### config.mk
export PLATFORM = sky130hd
export DESIGN_NAME = i2c_dma_irq_ctl
export DESIGN_NICKNAME = d
export VERILOG_FILES = /design/src/rtl/i2c_dma_irq_ctl.sv
export SDC_FILE = /design/constraint.sdc
export NUM_CORES = 1
export LEC_CHECK = 0
export ABC_AREA = 1
export ABC_CLOCK_PERIOD_IN_PS = 2400
export BUFFER_PORTS_ARGS = -buffer_cell sky130_fd_sc_hd__clkbuf_2
export CORE_AREA = 5 5 58 60
export DETAILED_ROUTE_END_ITERATION = 10
export DIE_AREA = 0 0 63 65
export GPL_TIMING_DRIVEN = 1
export PLACE_DENSITY = 0.8
export SETUP_SLACK_MARGIN = 0.3
export SLEW_MARGIN = 20
export SYNTH_ARGS = -nofsm -noshare
export SYNTH_HDL_FRONTEND = slang
export SYNTH_SLANG_ARGS = --single-unit
### constraint.sdc
create_clock -name clk -period 2.4 [get_ports clk]
set_input_delay 0 -clock clk [delete_from_list [all_inputs] [get_ports clk]]
set_output_delay 0 -clock clk [all_outputs]
set_load 0.05 [all_outputs]
### src/rtl/i2c_dma_irq_ctl.sv
module i2c_dma_irq_ctl #(
  parameter int LEN_W = 8
) (
  input  logic             clk,
  input  logic             rst,
  input  logic             smart_en,
  input  logic             ctrl_mode,
  input  logic             ev_addr_hit,
  input  logic             ev_rx_byte,
  input  logic             ev_tx_need,
  input  logic             ev_stop,
  input  logic             ev_bus_err,
  input  logic             ev_own_bus,
  input  logic             ev_peer_bus,
  input  logic             reg_rd,
  input  logic             reg_wr,
  input  logic             addr_wr,
  input  logic             len_en,
  input  logic [LEN_W-1:0] len_val,
  input  logic [4:0]       flag_clr,
  input  logic [4:0]       irq_en,
  output logic             dma_rx_req,
  output logic             dma_tx_req,
  output logic [4:0]       flags,
  output logic             irq,
  output logic             stop_req,
  output logic [LEN_W-1:0] len_left
);
  localparam int F_ADDR = 0;
  localparam int F_STOP = 1;
  localparam int F_ERR  = 2;
  localparam int F_OWN  = 3;
  localparam int F_PEER = 4;
  localparam logic [LEN_W-1:0] ONE = LEN_W'(1);

  logic       bounded;
  logic       len_empty;
  logic       req_ok;
  logic       count_dec;
  logic       load_len;
  logic [4:0] flag_set;

  assign len_empty = bounded && (len_left == '0);
  assign req_ok    = smart_en &&
                     (ctrl_mode ? !len_empty : !flags[F_ADDR]);
  assign load_len  = ctrl_mode && addr_wr;
  assign count_dec = ctrl_mode && bounded && !len_empty && (reg_rd || reg_wr) && !load_len;

  assign flag_set[F_ADDR] = ev_addr_hit && !ctrl_mode;
  assign flag_set[F_STOP] = ev_stop && !ctrl_mode;
  assign flag_set[F_ERR]  = ev_bus_err;
  assign flag_set[F_OWN]  = ev_own_bus && ctrl_mode;
  assign flag_set[F_PEER] = ev_peer_bus && ctrl_mode;

  assign irq = |(flags & irq_en);

  always_ff @(posedge clk) begin
    if (rst || !smart_en) begin
      dma_rx_req <= 1'b0;
      dma_tx_req <= 1'b0;
    end else begin
      dma_rx_req <= (ev_rx_byte && req_ok) || (dma_rx_req && !reg_rd);
      dma_tx_req <= (ev_tx_need && req_ok) || (dma_tx_req && !reg_wr);
    end
  end

  always_ff @(posedge clk) begin
    if (rst) flags <= '0;
    else     flags <= (flags & ~flag_clr) | flag_set;
  end

  always_ff @(posedge clk) begin
    if (rst) begin
      bounded  <= 1'b0;
      len_left <= '0;
      stop_req <= 1'b0;
    end else if (load_len) begin
      bounded  <= len_en;
      len_left <= len_en ? len_val : '0;
      stop_req <= len_en && (len_val == '0);
    end else begin
      stop_req <= count_dec && (len_left == ONE);
      if (count_dec) len_left <= len_left - ONE;
    end
  end

  AST_SMART_GATE: assert property (@(posedge clk) disable iff (rst)
    !smart_en |=> (!dma_rx_req && !dma_tx_req));
  AST_ADDR_HOLD: assert property (@(posedge clk) disable iff (rst)
    (smart_en && !ctrl_mode && flags[F_ADDR] && !dma_rx_req) |=> !dma_rx_req);
  AST_RX_READ_CLR: assert property (@(posedge clk) disable iff (rst)
    (reg_rd && !ev_rx_byte) |=> !dma_rx_req);
  AST_TX_WRITE_CLR: assert property (@(posedge clk) disable iff (rst)
    (reg_wr && !ev_tx_need) |=> !dma_tx_req);
  AST_LEN_BLOCK: assert property (@(posedge clk) disable iff (rst)
    (ctrl_mode && len_empty && !addr_wr && !dma_tx_req) |=> !dma_tx_req);
  AST_FLAG_STICKY: assert property (@(posedge clk) disable iff (rst)
    (|(flags & ~flag_clr)) |=> ((flags & $past(flags & ~flag_clr)) == $past(flags & ~flag_clr)));
  AST_STOP_PULSE: assert property (@(posedge clk) disable iff (rst)
    (stop_req && !addr_wr) |=> !stop_req);
endmodule

==> report_table.html, run 1 <==
<table>
<tr><th>Metric</th><th>Value</th></tr>
<tr><th colspan="2">Global routing</th></tr>
<tr><td>Number of antenna violations at the first check in global routing</td><td>0</td></tr>
<tr><td>Wire length of the first global-routing pass</td><td>between 5 and 6 mm</td></tr>
<tr><td>Total gr overflow</td><td>0</td></tr>
<tr><td>Tot GR Track Use</td><td>0.164</td></tr>
<tr><td>Largest net degree at the start of global routing</td><td>16</td></tr>
<tr><td>Number of global-route vias before repair</td><td>1306</td></tr>
<tr><th colspan="2">Placement</th></tr>
<tr><td>Detailed placement HPWL</td><td>2.28 mm</td></tr>
<tr><td>IO Port Bufs</td><td>49</td></tr>
<tr><td>Worst-case setup slack after placement</td><td>980 ps</td></tr>
<tr><td>Weighted congestion at the end of routability-driven global placement</td><td>0.861</td></tr>
<tr><td>Cell count after placement</td><td>approximately 250</td></tr>
<tr><th colspan="2">Detailed routing</th></tr>
<tr><td>Vias per inst</td><td>4.75</td></tr>
<tr><td>Wire length after detailed routing</td><td>roughly 3.2 mm</td></tr>
<tr><td>Starting DRC count in detailed routing</td><td>63</td></tr>
<tr><td>Routed length per instance</td><td>around 12 microns</td></tr>
<tr><td>Residual DRC</td><td>0</td></tr>
<tr><td>Antenna viol nets, final</td><td>0</td></tr>
<tr><td>Drt first pass iters</td><td>4</td></tr>
<tr><td>Via count</td><td>around 1300</td></tr>
<tr><th colspan="2">Timing</th></tr>
<tr><td>Slew at the pin closest to its max-slew limit</td><td>293 ps</td></tr>
<tr><td>Normalized max-slew margin</td><td>0.804</td></tr>
<tr><td>Setup repair after global routing missed its margin</td><td>no</td></tr>
<tr><td>Skew final</td><td>13.5 ps</td></tr>
<tr><td>Total negative setup slack</td><td>0 ps</td></tr>
<tr><td>Final count of hold timing violations</td><td>0</td></tr>
<tr><td>Final WS setup</td><td>613 ps</td></tr>
<tr><td>Number of slew-limit violations in the final report</td><td>0</td></tr>
<tr><td>FMAX</td><td>560 MHz</td></tr>
<tr><td>Final setup violation count</td><td>0</td></tr>
<tr><td>Clock period minus worst slack</td><td>approximately 1800 ps</td></tr>
<tr><td>Share of the cycle needed by the critical path after routing</td><td>0.744</td></tr>
<tr><th colspan="2">Pwr</th></tr>
<tr><td>Seq pwr share</td><td>0.410</td></tr>
<tr><td>NetSw</td><td>0.307 mW</td></tr>
<tr><td>Power share of the clock group</td><td>0.207</td></tr>
<tr><td>Share of total power in combinational logic</td><td>0.383</td></tr>
<tr><td>Post-route total power</td><td>between 0.7 and 0.8 mW</td></tr>
<tr><td>Worst IR Drop VDD</td><td>316 uV</td></tr>
<tr><td>Cell-internal power</td><td>0.470 mW</td></tr>
<tr><td>Areal power density over the cells</td><td>500 mW/mm^2</td></tr>
<tr><td>Leak pwr</td><td>~0.84 nW</td></tr>
<tr><td>Fraction of power spent switching nets</td><td>0.395</td></tr>
<tr><th colspan="2">Die</th></tr>
<tr><td>Core area</td><td>about 0.0029 sq mm</td></tr>
<tr><td>IO Count</td><td>50</td></tr>
<tr><td>Initial core utilization</td><td>0.370</td></tr>
<tr><td>Number of core rows</td><td>20</td></tr>
<tr><td>Die width</td><td>around 63 microns</td></tr>
<tr><td>Floorplan die area</td><td>0.00410 sq mm</td></tr>
<tr><td>Die Y-Extent</td><td>65 microns</td></tr>
<tr><th colspan="2">Final layout</th></tr>
<tr><td>Number of inserted filler cells in the final layout</td><td>between 200 and 300</td></tr>
<tr><td>Layout cells sized above 1</td><td>0.292</td></tr>
<tr><td>Area delta synth-&gt;final</td><td>45.9%</td></tr>
<tr><td>Total number of nets in the final design</td><td>277</td></tr>
<tr><td>Number of diodes added for antenna fixing</td><td>0</td></tr>
<tr><td>Utilization after layout</td><td>0.539</td></tr>
<tr><td>Final cell count without fillers</td><td>273</td></tr>
<tr><th colspan="2">Synth</th></tr>
<tr><td>Most common cell in the synthesized netlist</td><td>nand2_1</td></tr>
<tr><td>Top cell types by occurrence after synthesis</td><td>51 x nand2_1, 27 x nor2_1, 17 x dfxtp_1</td></tr>
<tr><td>Post-synth top area cell</td><td>dfxtp_1</td></tr>
<tr><td>Average cell area after synthesis</td><td>around 6.2 sq um</td></tr>
<tr><td>Synthesized area</td><td>about 0.0011 sq mm</td></tr>
<tr><td>Most common flop cell mapped by yosys</td><td>dfxtp_1</td></tr>
<tr><td>Number of warnings issued by yosys</td><td>0</td></tr>
<tr><td>Synthesized instance count</td><td>171</td></tr>
<tr><td>Area share of the largest cell type after synthesis</td><td>0.320</td></tr>
<tr><td>Part of the Yosys area used for sequential elements</td><td>0.320</td></tr>
<tr><td>#FFs+latches synth</td><td>17</td></tr>
<tr><td>Top area cells in the synthesized netlist</td><td>dfxtp_1 32%, nand2_1 18%, nor2_1 9.5%</td></tr>
<tr><td>FFs w/ async S/R, synth</td><td>0</td></tr>
<tr><td>Syn_nets</td><td>207</td></tr>
<tr><td>Number of different library cells in the post-synthesis netlist</td><td>24</td></tr>
<tr><td>Number of synthesized flops with an enable pin</td><td>0</td></tr>
<tr><th colspan="2">Clock tree</th></tr>
<tr><td>CTS Buffer Depth</td><td>2</td></tr>
<tr><td>Worst-path clk slew</td><td>120 ps</td></tr>
<tr><td>Clock root cell</td><td>clkbuf_4</td></tr>
<tr><td>Insertion delay to the later sink of the worst-skew pair</td><td>290 ps</td></tr>
<tr><td>CTS H-Tree Depth</td><td>1</td></tr>
<tr><td>CTS tree</td><td>built</td></tr>
<tr><td>Clock buffer count from CTS</td><td>3</td></tr>
<tr><td>CTS sink cnt</td><td>17</td></tr>
<tr><th colspan="2">Setup path</th></tr>
<tr><td>Startpoint of the worst-slack reg-to-reg timing path</td><td>len_left[0]</td></tr>
<tr><td>Worst Path Required</td><td>2600 ps</td></tr>
<tr><td>Most repeated library cell on the critical path</td><td>nand3_1</td></tr>
<tr><td>Critical path's largest stage delay</td><td>about 540 ps</td></tr>
<tr><td>Register-to-Register Setup Slack</td><td>610 ps</td></tr>
<tr><td>Cell family with most CP delay</td><td>buffers and inverters</td></tr>
<tr><td>Critical Path, Cell by Cell</td><td>inv_1 -&gt; ha_1 -&gt; nand2_1 -&gt; nor2_2 -&gt; nand3_1 -&gt; nand3_1 -&gt; a21oi_1 -&gt; dlygate4sd3_1</td></tr>
<tr><td>Start-to-end type of the worst setup path</td><td>flip-flop to flip-flop</td></tr>
<tr><td>Worst R2R End</td><td>dma_tx_req</td></tr>
<tr><td>Worst setup SP type</td><td>flip-flop</td></tr>
<tr><td>Cell type of the slowest stage on the worst timing path</td><td>dlygate4sd3_1</td></tr>
<tr><td>Crit-path max FO</td><td>6</td></tr>
<tr><td>Count of cells along the worst register-to-register path</td><td>8</td></tr>
<tr><td>Kind of end point of the critical path</td><td>flip-flop</td></tr>
<tr><td>Buffering stage count on the worst path with inverters included</td><td>2</td></tr>
<tr><td>Arrival time worst endpoint</td><td>slightly below 2000 ps</td></tr>
<tr><th colspan="2">Status</th></tr>
<tr><td>Status</td><td>finished clean</td></tr>
<tr><th colspan="2">Min path</th></tr>
<tr><td>Type of the tightest min-delay check</td><td>input pin to flip-flop</td></tr>
<tr><td>Cell count of the worst hold path</td><td>3</td></tr>
<tr><td>Worst hold endpoint</td><td>len_left[0]</td></tr>
<tr><td>Hold_sp</td><td>len_val[0]</td></tr>
<tr><th colspan="2">Job</th></tr>
<tr><td>Max-cap viol count</td><td>0</td></tr>
</table>
## layout by cell type (no fill, tap or decap), drive strengths merged
cell	synthesis	final
a22oi	1	1
ha	3	3
dfxtp	17	17
nand2	58	58
nor2	30	30
a221oi	1	1
clkinvlp	0	1
dlygate4sd3	0	18
nand3	14	14
a21boi	1	1
xnor2	1	1
inv	20	20
nand4	2	2
clkinv	3	3
clkbuf	1	52
nor3	2	2
o21ai	3	3
a21oi	11	11
o22ai	2	2
## metrics by stage
step	cell area, sq um	hold slack, ps
4_1_cts	1550	25.5
6_report	1550	17.7
3_5_place_dp	1340	216
2_1_floorplan	1060	117
3_3_place_gp	1340	210
5_1_grt	1550	39.0
## cells by family (layout without fill, tap and decap cells)
group,after synthesis,count (layout),synth area share
buffers and inverters,25,94,0.0918
DFF,17,17,0.320
xor gates and xnor gates,1,1,0.00824
AOI/OAI and AO/OA,19,19,0.100
adders and majority gates,3,3,0.0353
and+or+nand+nor,106,106,0.445
## registers in the layout, summed over array words and instances, names as in the netlist
register and flops:
bounded 1, dma_tx_req 1, stop_req 1, dma_rx_req 1, len_left 8, flags 5
## worst max path at each step
stage                     start           to  slack [ps]  cells past startpoint
finish              len_left[0]   dma_tx_req         610                      8
global route        len_left[0]   dma_rx_req         470                      8
CTS                 len_left[0]   dma_rx_req         620                      8
detailed placement  len_left[0]  len_left[2]         980                      9
global placement    len_left[0]  len_left[2]        1030                      9
floorplan           len_left[0]  len_left[5]         710                     10
## repair_timing
action	in CTS	in global routing
hold buffers	18	0
gates resized for setup	0	0
buffers inserted	0	0
hold endpoints to repair	9	0
## power by group through the flow
stage | sequential [mW] | combinational [mW] | clock (mW)
after floorplan | 0.382 | 0.137 | 0
after global placement | 0.324 | 0.268 | 0
after detailed placement | 0.325 | 0.271 | 0
after CTS | 0.318 | 0.294 | 0.162
after global routing | 0.322 | 0.330 | 0.175
final | 0.318 | 0.297 | 0.161
## routing by layer
layer,vias to the layer above,GRT usage,part of all wire
met5,-,0,0
met4,0,0.0663,0.016
met3,6,0.0329,0.054
met2,35,0.299,0.54
met1,584,0.183,0.39
li1,673,-,-
## tightest hold or removal path: cells and delay by family
kind            cells  cell delay [ps]
buf+inv             1               90
compound gates      2              190
## area by class of cell
| class | instances | area [sq um] | share of cell area |
|---|---|---|---|
| inverter | 23 | 88.8 | 0.0573 |
| multi-input combinational | 129 | 626 | 0.403 |
| timing repair buffer | 67 | 425 | 0.274 |
| sequential | 17 | 340 | 0.219 |
| clock inverter | 1 | 7.51 | 0.00484 |
| clock buffer | 3 | 22.5 | 0.0145 |
| tap | 33 | 41.3 | 0.0266 |
(Power assumes the default switching activity.)
==> run 2: changes to the inputs <==
- ABC_CLOCK_PERIOD_IN_PS: 2400 -> 1600
- PLACE_DENSITY: 0.8 -> 0.83
- clock period: 2.4 -> 1.6 ns (I/O delays scaled with it)
==> run 2 against run 1 <==
Against the previous run:
- die area unchanged
- non-clock buffer count up 4
- core utilization up 3.6 points
- critical path type unchanged
==> report_table.html, run 2 (same netlist as run 1, synthesis figures left out) <==
<table>
<tr><th>Metric</th><th>Value</th></tr>
<tr><th colspan="2">Status</th></tr>
<tr><td>Status</td><td>finished clean</td></tr>
<tr><th colspan="2">Clock tree</th></tr>
<tr><td>CTS H-Tree Depth</td><td>1</td></tr>
<tr><td>CTS tree</td><td>built</td></tr>
<tr><td>Clock root cell</td><td>clkbuf_4</td></tr>
<tr><td>CTS sink cnt</td><td>17</td></tr>
<tr><td>Clock buffer count from CTS</td><td>3</td></tr>
<tr><td>Worst-path clk slew</td><td>approximately 100 ps</td></tr>
<tr><td>CTS Buffer Depth</td><td>2</td></tr>
<tr><td>Insertion delay to the later sink of the worst-skew pair</td><td>300 ps</td></tr>
<tr><th colspan="2">Timing</th></tr>
<tr><td>Normalized max-slew margin</td><td>0.802</td></tr>
<tr><td>Number of slew-limit violations in the final report</td><td>0</td></tr>
<tr><td>FMAX</td><td>780 MHz</td></tr>
<tr><td>Slew at the pin closest to its max-slew limit</td><td>299 ps</td></tr>
<tr><td>Setup repair after global routing missed its margin</td><td>yes</td></tr>
<tr><td>Share of the cycle needed by the critical path after routing</td><td>0.801</td></tr>
<tr><td>Final count of hold timing violations</td><td>0</td></tr>
<tr><td>Total negative setup slack</td><td>0 ps</td></tr>
<tr><td>Final WS setup</td><td>318 ps</td></tr>
<tr><td>Clock period minus worst slack</td><td>1280 ps</td></tr>
<tr><td>Hold Worst Slack</td><td>45.6 ps</td></tr>
<tr><td>Skew final</td><td>1.68 ps</td></tr>
<tr><td>Final setup violation count</td><td>0</td></tr>
<tr><th colspan="2">Placement</th></tr>
<tr><td>Weighted congestion at the end of routability-driven global placement</td><td>0.861</td></tr>
<tr><td>Detailed placement HPWL</td><td>2.25 mm</td></tr>
<tr><td>Worst-case setup slack after placement</td><td>approximately 320 ps</td></tr>
<tr><td>IO Port Bufs</td><td>49</td></tr>
<tr><th colspan="2">Detailed routing</th></tr>
<tr><td>Vias per inst</td><td>4.77</td></tr>
<tr><td>Residual DRC</td><td>0</td></tr>
<tr><td>Drt first pass iters</td><td>4</td></tr>
<tr><td>Antenna viol nets, final</td><td>0</td></tr>
<tr><td>Via count</td><td>about 1300</td></tr>
<tr><td>Starting DRC count in detailed routing</td><td>24</td></tr>
<tr><td>Wire length after detailed routing</td><td>3.38 mm</td></tr>
<tr><td>Routed length per instance</td><td>12.2 microns</td></tr>
<tr><th colspan="2">Die</th></tr>
<tr><td>Initial core utilization</td><td>0.370</td></tr>
<tr><td>Die width</td><td>63 microns</td></tr>
<tr><td>Floorplan die area</td><td>0.00410 sq mm</td></tr>
<tr><td>Number of core rows</td><td>20</td></tr>
<tr><td>Die Y-Extent</td><td>around 65 microns</td></tr>
<tr><td>Core area</td><td>0.00288 sq mm</td></tr>
<tr><td>IO Count</td><td>50</td></tr>
<tr><th colspan="2">Final layout</th></tr>
<tr><td>Layout cells sized above 1</td><td>0.385</td></tr>
<tr><td>Number of diodes added for antenna fixing</td><td>0</td></tr>
<tr><td>Number of flip-flops under the largest register name</td><td>8</td></tr>
<tr><td>Number of inserted filler cells in the final layout</td><td>257</td></tr>
<tr><td>Commonest cells after routing, fill and taps aside</td><td>48 x nand2_1, 48 x clkbuf_2, 23 x nor2_1</td></tr>
<tr><td>Largest registers</td><td>len_left: 8 flops, flags: 5 flops</td></tr>
<tr><td>Total number of nets in the final design</td><td>281</td></tr>
<tr><td>Most flop-heavy register</td><td>len_left</td></tr>
<tr><td>Area delta synth-&gt;final</td><td>55.5%</td></tr>
<tr><th colspan="2">Setup path</th></tr>
<tr><td>Most repeated library cell on the critical path</td><td>nand2_4</td></tr>
<tr><td>Critical path's largest stage delay</td><td>370 ps</td></tr>
<tr><td>Cell family with most CP delay</td><td>simple AND/OR/NAND/NOR gates</td></tr>
<tr><td>Critical Path, Cell by Cell</td><td>inv_6 -&gt; ha_4 -&gt; nand2_4 -&gt; nor2_4 -&gt; nand2_2 -&gt; nand2_4 -&gt; nand2_4 -&gt; nand2_2 -&gt; nor2_2 -&gt; nor2_1</td></tr>
<tr><td>Worst Path Required</td><td>1830 ps</td></tr>
<tr><td>Register-to-Register Setup Slack</td><td>320 ps</td></tr>
<tr><td>Crit-path max FO</td><td>7</td></tr>
<tr><td>Cell type of the slowest stage on the worst timing path</td><td>dfxtp_4</td></tr>
<tr><td>Buffering stage count on the worst path with inverters included</td><td>1</td></tr>
<tr><td>Start-to-end type of the worst setup path</td><td>flip-flop to flip-flop</td></tr>
<tr><td>Arrival time worst endpoint</td><td>between 1500 and 2000 ps</td></tr>
<tr><td>Worst setup SP type</td><td>flip-flop</td></tr>
<tr><td>Kind of end point of the critical path</td><td>flip-flop</td></tr>
<tr><th colspan="2">Pwr</th></tr>
<tr><td>Areal power density over the cells</td><td>between 700 and 800 mW/mm^2</td></tr>
<tr><td>Leak pwr</td><td>about 0.88 nW</td></tr>
<tr><td>Worst IR Drop VDD</td><td>619 uV</td></tr>
<tr><td>Post-route total power</td><td>1.21 mW</td></tr>
<tr><th colspan="2">Global routing</th></tr>
<tr><td>Number of antenna violations at the first check in global routing</td><td>0</td></tr>
<tr><td>Largest net degree at the start of global routing</td><td>16</td></tr>
<tr><td>Number of global-route vias before repair</td><td>1281</td></tr>
<tr><td>Total gr overflow</td><td>0</td></tr>
<tr><td>Wire length of the first global-routing pass</td><td>5.56 mm</td></tr>
<tr><td>Tot GR Track Use</td><td>0.169</td></tr>
<tr><th colspan="2">Min path</th></tr>
<tr><td>Type of the tightest min-delay check</td><td>input pin to flip-flop</td></tr>
<tr><th colspan="2">Job</th></tr>
<tr><td>Max-cap viol count</td><td>0</td></tr>
</table>
==> run 2: changes by cell type in the layout (fill, tap and decap cells not counted), moves of 2 or more <==
cell,delta
buf_4,+4
dfxtp_1,-8
dfxtp_2,+6
dfxtp_4,+2
inv_1,-2
inv_4,+2
nand2_1,-3
nand2_2,+2
nor2_1,-4
nor2_2,+3
o21ai_0,-3
o21ai_1,+3
==> run 2: through the flow <==
step | std cells | utilization | cell area [sq um]
floorplan | 171 | - | 1090
global placement | 251 | 0.477 | 1370
detailed placement | 251 | 0.477 | 1370
CTS | 277 | 0.561 | 1610
global route | 277 | 0.575 | 1650
finish | 277 | 0.575 | 1650
==> run 2: tightest hold or removal path: stages <==
cell and delay [ps]:
clkbuf_2 90, nand2_1 50, nand2_1 60, nor2_1 40
nor2_1 80
==> run 2: power by group <==
part	internal (mW)	switching (mW)	total, mW
Sequential	0.453	0.0312	0.485
Clock	0.0934	0.147	0.241
Combinational	0.181	0.305	0.487
==> run 2: timing repair <==
item	CTS	global route
hold endpoints to repair	9	0
setup endpoints to repair	3	12
buffers inserted	4	0
resized for setup	2	14
hold buffers	18	0
pin swaps	4	8
==> run 2: metal layers <==
layer | track usage | vias to the layer above | wire length [microns]
li1 | - | 691 | -
met1 | 0.189 | 568 | 1360
met2 | 0.306 | 52 | 1710
met3 | 0.0277 | 11 | 186
met4 | 0.0849 | 0 | 118
met5 | 0 | - | 0
==> run 2: final cells by class <==
type	instances	area, sq um	share of cell area
tap	33	41.3	0.0250
timing repair buffer	71	455	0.275
clock buffer	3	22.5	0.0136
inverter	23	98.8	0.0598
multi-input combinational	129	676	0.408
clock inverter	1	5.00	0.00303
sequential	17	355	0.215
==> run 2: final timing paths <==
| path | endpoint | start | cells after the start |
|---|---|---|---|
| hold reg to reg | dma_rx_req | dma_rx_req | 2 |
| hold / removal | len_left[4] | len_val[4] | 5 |
| setup / recovery | len_left[5] | len_left[0] | 10 |
| setup reg to reg | len_left[5] | len_left[0] | 10 |
==> run 3: changes to the inputs <==
- ABC_CLOCK_PERIOD_IN_PS: 1600 -> 1200
- PLACE_DENSITY: 0.83 -> 0.8
- clock period: 1.6 -> 1.2 ns (I/O delays scaled with it)
==> run 3 against run 2 <==
Against the previous run:
- the flow now finishes with violations (negative hold slack, negative setup slack)
- critical path depth down 1
- register-to-register slack worse by 390 ps
- sequential share of layout area down 2.2 points
- total power up 47%
- sequential cell count stayed put
- count of clock-buffer cells in the layout up 1
- clock power rose by 37%
- non-clock buffer count is 8 higher
- core utilization increased by 11 points
- combinational power grew 66%
- largest power group unchanged
==> report_table.html, run 3 (same netlist as run 1, synthesis figures left out) <==
<table>
<tr><th>Metric</th><th>Value</th></tr>
<tr><th colspan="2">Status</th></tr>
<tr><td>Status</td><td>complete, but fails checks</td></tr>
<tr><td>Violated checks</td><td>negative hold slack, negative setup slack</td></tr>
<tr><th colspan="2">Timing</th></tr>
<tr><td>Total negative setup slack</td><td>-520 ps</td></tr>
<tr><td>Slew at the pin closest to its max-slew limit</td><td>389 ps</td></tr>
<tr><td>Final count of hold timing violations</td><td>2</td></tr>
<tr><td>Skew final</td><td>1.83 ps</td></tr>
<tr><td>Normalized max-slew margin</td><td>0.738</td></tr>
<tr><td>Clock period minus worst slack</td><td>between 1000 and 1500 ps</td></tr>
<tr><td>Setup repair after global routing missed its margin</td><td>yes</td></tr>
<tr><td>Share of the cycle needed by the critical path after routing</td><td>1.06</td></tr>
<tr><td>FMAX</td><td>784 MHz</td></tr>
<tr><td>Final WS setup</td><td>-75.5 ps</td></tr>
<tr><td>Final setup violation count</td><td>11</td></tr>
<tr><td>Hold Worst Slack</td><td>-27.4 ps</td></tr>
<tr><td>Number of slew-limit violations in the final report</td><td>0</td></tr>
<tr><th colspan="2">Clock tree</th></tr>
<tr><td>CTS tree</td><td>built</td></tr>
<tr><td>Clock root cell</td><td>clkbuf_4</td></tr>
<tr><td>Clock buffer count from CTS</td><td>3</td></tr>
<tr><td>Insertion delay to the later sink of the worst-skew pair</td><td>300 ps</td></tr>
<tr><td>CTS Buffer Depth</td><td>2</td></tr>
<tr><td>Worst-path clk slew</td><td>100 ps</td></tr>
<tr><td>CTS sink cnt</td><td>17</td></tr>
<tr><td>CTS H-Tree Depth</td><td>1</td></tr>
<tr><th colspan="2">Die</th></tr>
<tr><td>Initial core utilization</td><td>0.370</td></tr>
<tr><td>Core area</td><td>0.00288 sq mm</td></tr>
<tr><td>Number of core rows</td><td>20</td></tr>
<tr><td>IO Count</td><td>50</td></tr>
<tr><td>Die width</td><td>63 microns</td></tr>
<tr><td>Floorplan die area</td><td>0.00410 sq mm</td></tr>
<tr><td>Die Y-Extent</td><td>65 microns</td></tr>
<tr><th colspan="2">Placement</th></tr>
<tr><td>Area of placed instances</td><td>0.00147 sq mm</td></tr>
<tr><td>Worst-case setup slack after placement</td><td>-80.4 ps</td></tr>
<tr><td>IO Port Bufs</td><td>slightly below 50</td></tr>
<tr><td>Cell count after placement</td><td>261</td></tr>
<tr><td>Weighted congestion at the end of routability-driven global placement</td><td>0.864</td></tr>
<tr><td>Detailed placement HPWL</td><td>2.50 mm</td></tr>
<tr><th colspan="2">Global routing</th></tr>
<tr><td>Number of antenna violations at the first check in global routing</td><td>0</td></tr>
<tr><td>Total gr overflow</td><td>0</td></tr>
<tr><td>Most heavily used metal layer in global routing</td><td>met2</td></tr>
<tr><td>Wire length of the first global-routing pass</td><td>6.53 mm</td></tr>
<tr><td>Tot GR Track Use</td><td>0.202</td></tr>
<tr><td>Met2 Usage GRT</td><td>0.371</td></tr>
<tr><td>Global Route met3 Usage</td><td>0.0329</td></tr>
<tr><td>Met1 track demand over resource</td><td>0.209</td></tr>
<tr><td>Number of global-route vias before repair</td><td>roughly 1500</td></tr>
<tr><td>Largest net degree at the start of global routing</td><td>15</td></tr>
<tr><th colspan="2">Final layout</th></tr>
<tr><td>Largest registers</td><td>len_left: 8 flops, flags: 5 flops</td></tr>
<tr><td>Layout cells sized above 1</td><td>0.460</td></tr>
<tr><td>Number of flip-flops under the largest register name</td><td>8</td></tr>
<tr><td>Final cell count without fillers</td><td>285</td></tr>
<tr><td>Area delta synth-&gt;final</td><td>84.1%</td></tr>
<tr><td>Utilization after layout</td><td>0.680</td></tr>
<tr><td>Commonest cells after routing, fill and taps aside</td><td>46 x nand2_1, 32 x clkbuf_2, 24 x nor2_1</td></tr>
<tr><td>Number of diodes added for antenna fixing</td><td>0</td></tr>
<tr><td>Most common cell after layout, fill and taps aside</td><td>nand2_1</td></tr>
<tr><td>Total number of nets in the final design</td><td>289</td></tr>
<tr><td>Post-route standard cell area excluding fillers</td><td>a little under 0.002 sq mm</td></tr>
<tr><td>Most flop-heavy register</td><td>len_left</td></tr>
<tr><th colspan="2">Pwr</th></tr>
<tr><td>Share of total power in combinational logic</td><td>0.454</td></tr>
<tr><td>NetSw</td><td>0.691 mW</td></tr>
<tr><td>Fraction of power spent switching nets</td><td>0.387</td></tr>
<tr><td>Power share of the clock group</td><td>0.185</td></tr>
<tr><td>Leak pwr</td><td>0.975 nW</td></tr>
<tr><td>Seq pwr share</td><td>0.361</td></tr>
<tr><td>Areal power density over the cells</td><td>911 mW/mm^2</td></tr>
<tr><td>Cell-internal power</td><td>1.09 mW</td></tr>
<tr><td>Post-route total power</td><td>1.78 mW</td></tr>
<tr><td>Worst IR Drop VDD</td><td>597 uV</td></tr>
<tr><th colspan="2">Detailed routing</th></tr>
<tr><td>Residual DRC</td><td>0</td></tr>
<tr><td>Wire length after detailed routing</td><td>4.04 mm</td></tr>
<tr><td>Drt first pass iters</td><td>4</td></tr>
<tr><td>Routed length per instance</td><td>about 14 microns</td></tr>
<tr><td>Vias per inst</td><td>5.04</td></tr>
<tr><td>Antenna viol nets, final</td><td>0</td></tr>
<tr><td>Starting DRC count in detailed routing</td><td>53</td></tr>
<tr><td>Via count</td><td>1436</td></tr>
<tr><th colspan="2">Setup path</th></tr>
<tr><td>Start-to-end type of the worst setup path</td><td>flip-flop to flip-flop</td></tr>
<tr><td>Kind of end point of the critical path</td><td>flip-flop</td></tr>
<tr><td>Worst R2R End</td><td>len_left[5]</td></tr>
<tr><td>Worst Path Required</td><td>1440 ps</td></tr>
<tr><td>Worst setup SP type</td><td>flip-flop</td></tr>
<tr><td>Startpoint of the worst-slack reg-to-reg timing path</td><td>len_left[7]</td></tr>
<tr><td>Count of cells along the worst register-to-register path</td><td>9</td></tr>
<tr><td>Arrival time worst endpoint</td><td>about 1500 ps</td></tr>
<tr><td>Register-to-Register Setup Slack</td><td>-80 ps</td></tr>
<tr><td>Crit-path max FO</td><td>7</td></tr>
<tr><th colspan="2">Min path</th></tr>
<tr><td>Type of the tightest min-delay check</td><td>input pin to flip-flop</td></tr>
<tr><td>Hold_sp</td><td>flag_clr[2]</td></tr>
<tr><td>Cell count of the worst hold path</td><td>4</td></tr>
<tr><td>Worst hold endpoint</td><td>flags[2]</td></tr>
<tr><th colspan="2">Job</th></tr>
<tr><td>Max-cap viol count</td><td>0</td></tr>
</table>
run 3: final cells by class:
class                      count  area (sq um)
clock buffer                   4          26.3
fill                         209           920
inverter                      23          96.3
multi-input combinational    129           723
sequential                    17           377
tap                           33          41.3
timing repair buffer          79           694
run 3: critical path, cell delays in order (launching register included):
cell and delay (ps):
dfxtp_4 360, inv_1 80, nand2_1 130, nor2_4 140, nand2_2 90, nand2_4 120
nand2_8 80, nand2_1 80, nor2_1 40, nor2_1 90
run 3: worst max-delay path by stage:
stage                           start          end  slack (ps)  cells after the start
after floorplan           len_left[0]  len_left[2]         -80                     10
after global placement    len_left[1]  len_left[2]         -30                      9
after detailed placement  len_left[1]  len_left[2]         -80                      9
after CTS                 len_left[1]  len_left[1]         -50                     10
after global routing      len_left[7]  len_left[2]        -160                      8
final                     len_left[7]  len_left[5]         -80                      9
run 3: timing repair:
item,in CTS,in global routing
hold buffers,14,2
resized for setup,47,23
hold endpoints to repair,9,5
gates cloned,0,0
setup endpoints to repair,28,28
setup buffers,3,1
pin swaps,6,2
run 3: power groups by stage:
| stage | logic (mW) | clock network (mW) | registers (mW) |
|---|---|---|---|
| 2_1_floorplan | 0.285 | 0 | 0.772 |
| 3_3_place_gp | 0.593 | 0 | 0.648 |
| 3_5_place_dp | 0.602 | 0 | 0.650 |
| 4_1_cts | 0.764 | 0.330 | 0.640 |
| 5_1_grt | 0.872 | 0.355 | 0.650 |
| 6_report | 0.810 | 0.331 | 0.643 |
run 3: routing by layer:
metal	part of all wire	wire length [microns]
met1	0.36	1470
met2	0.53	2120
met3	0.056	227
met4	0.055	221
met5	0	0
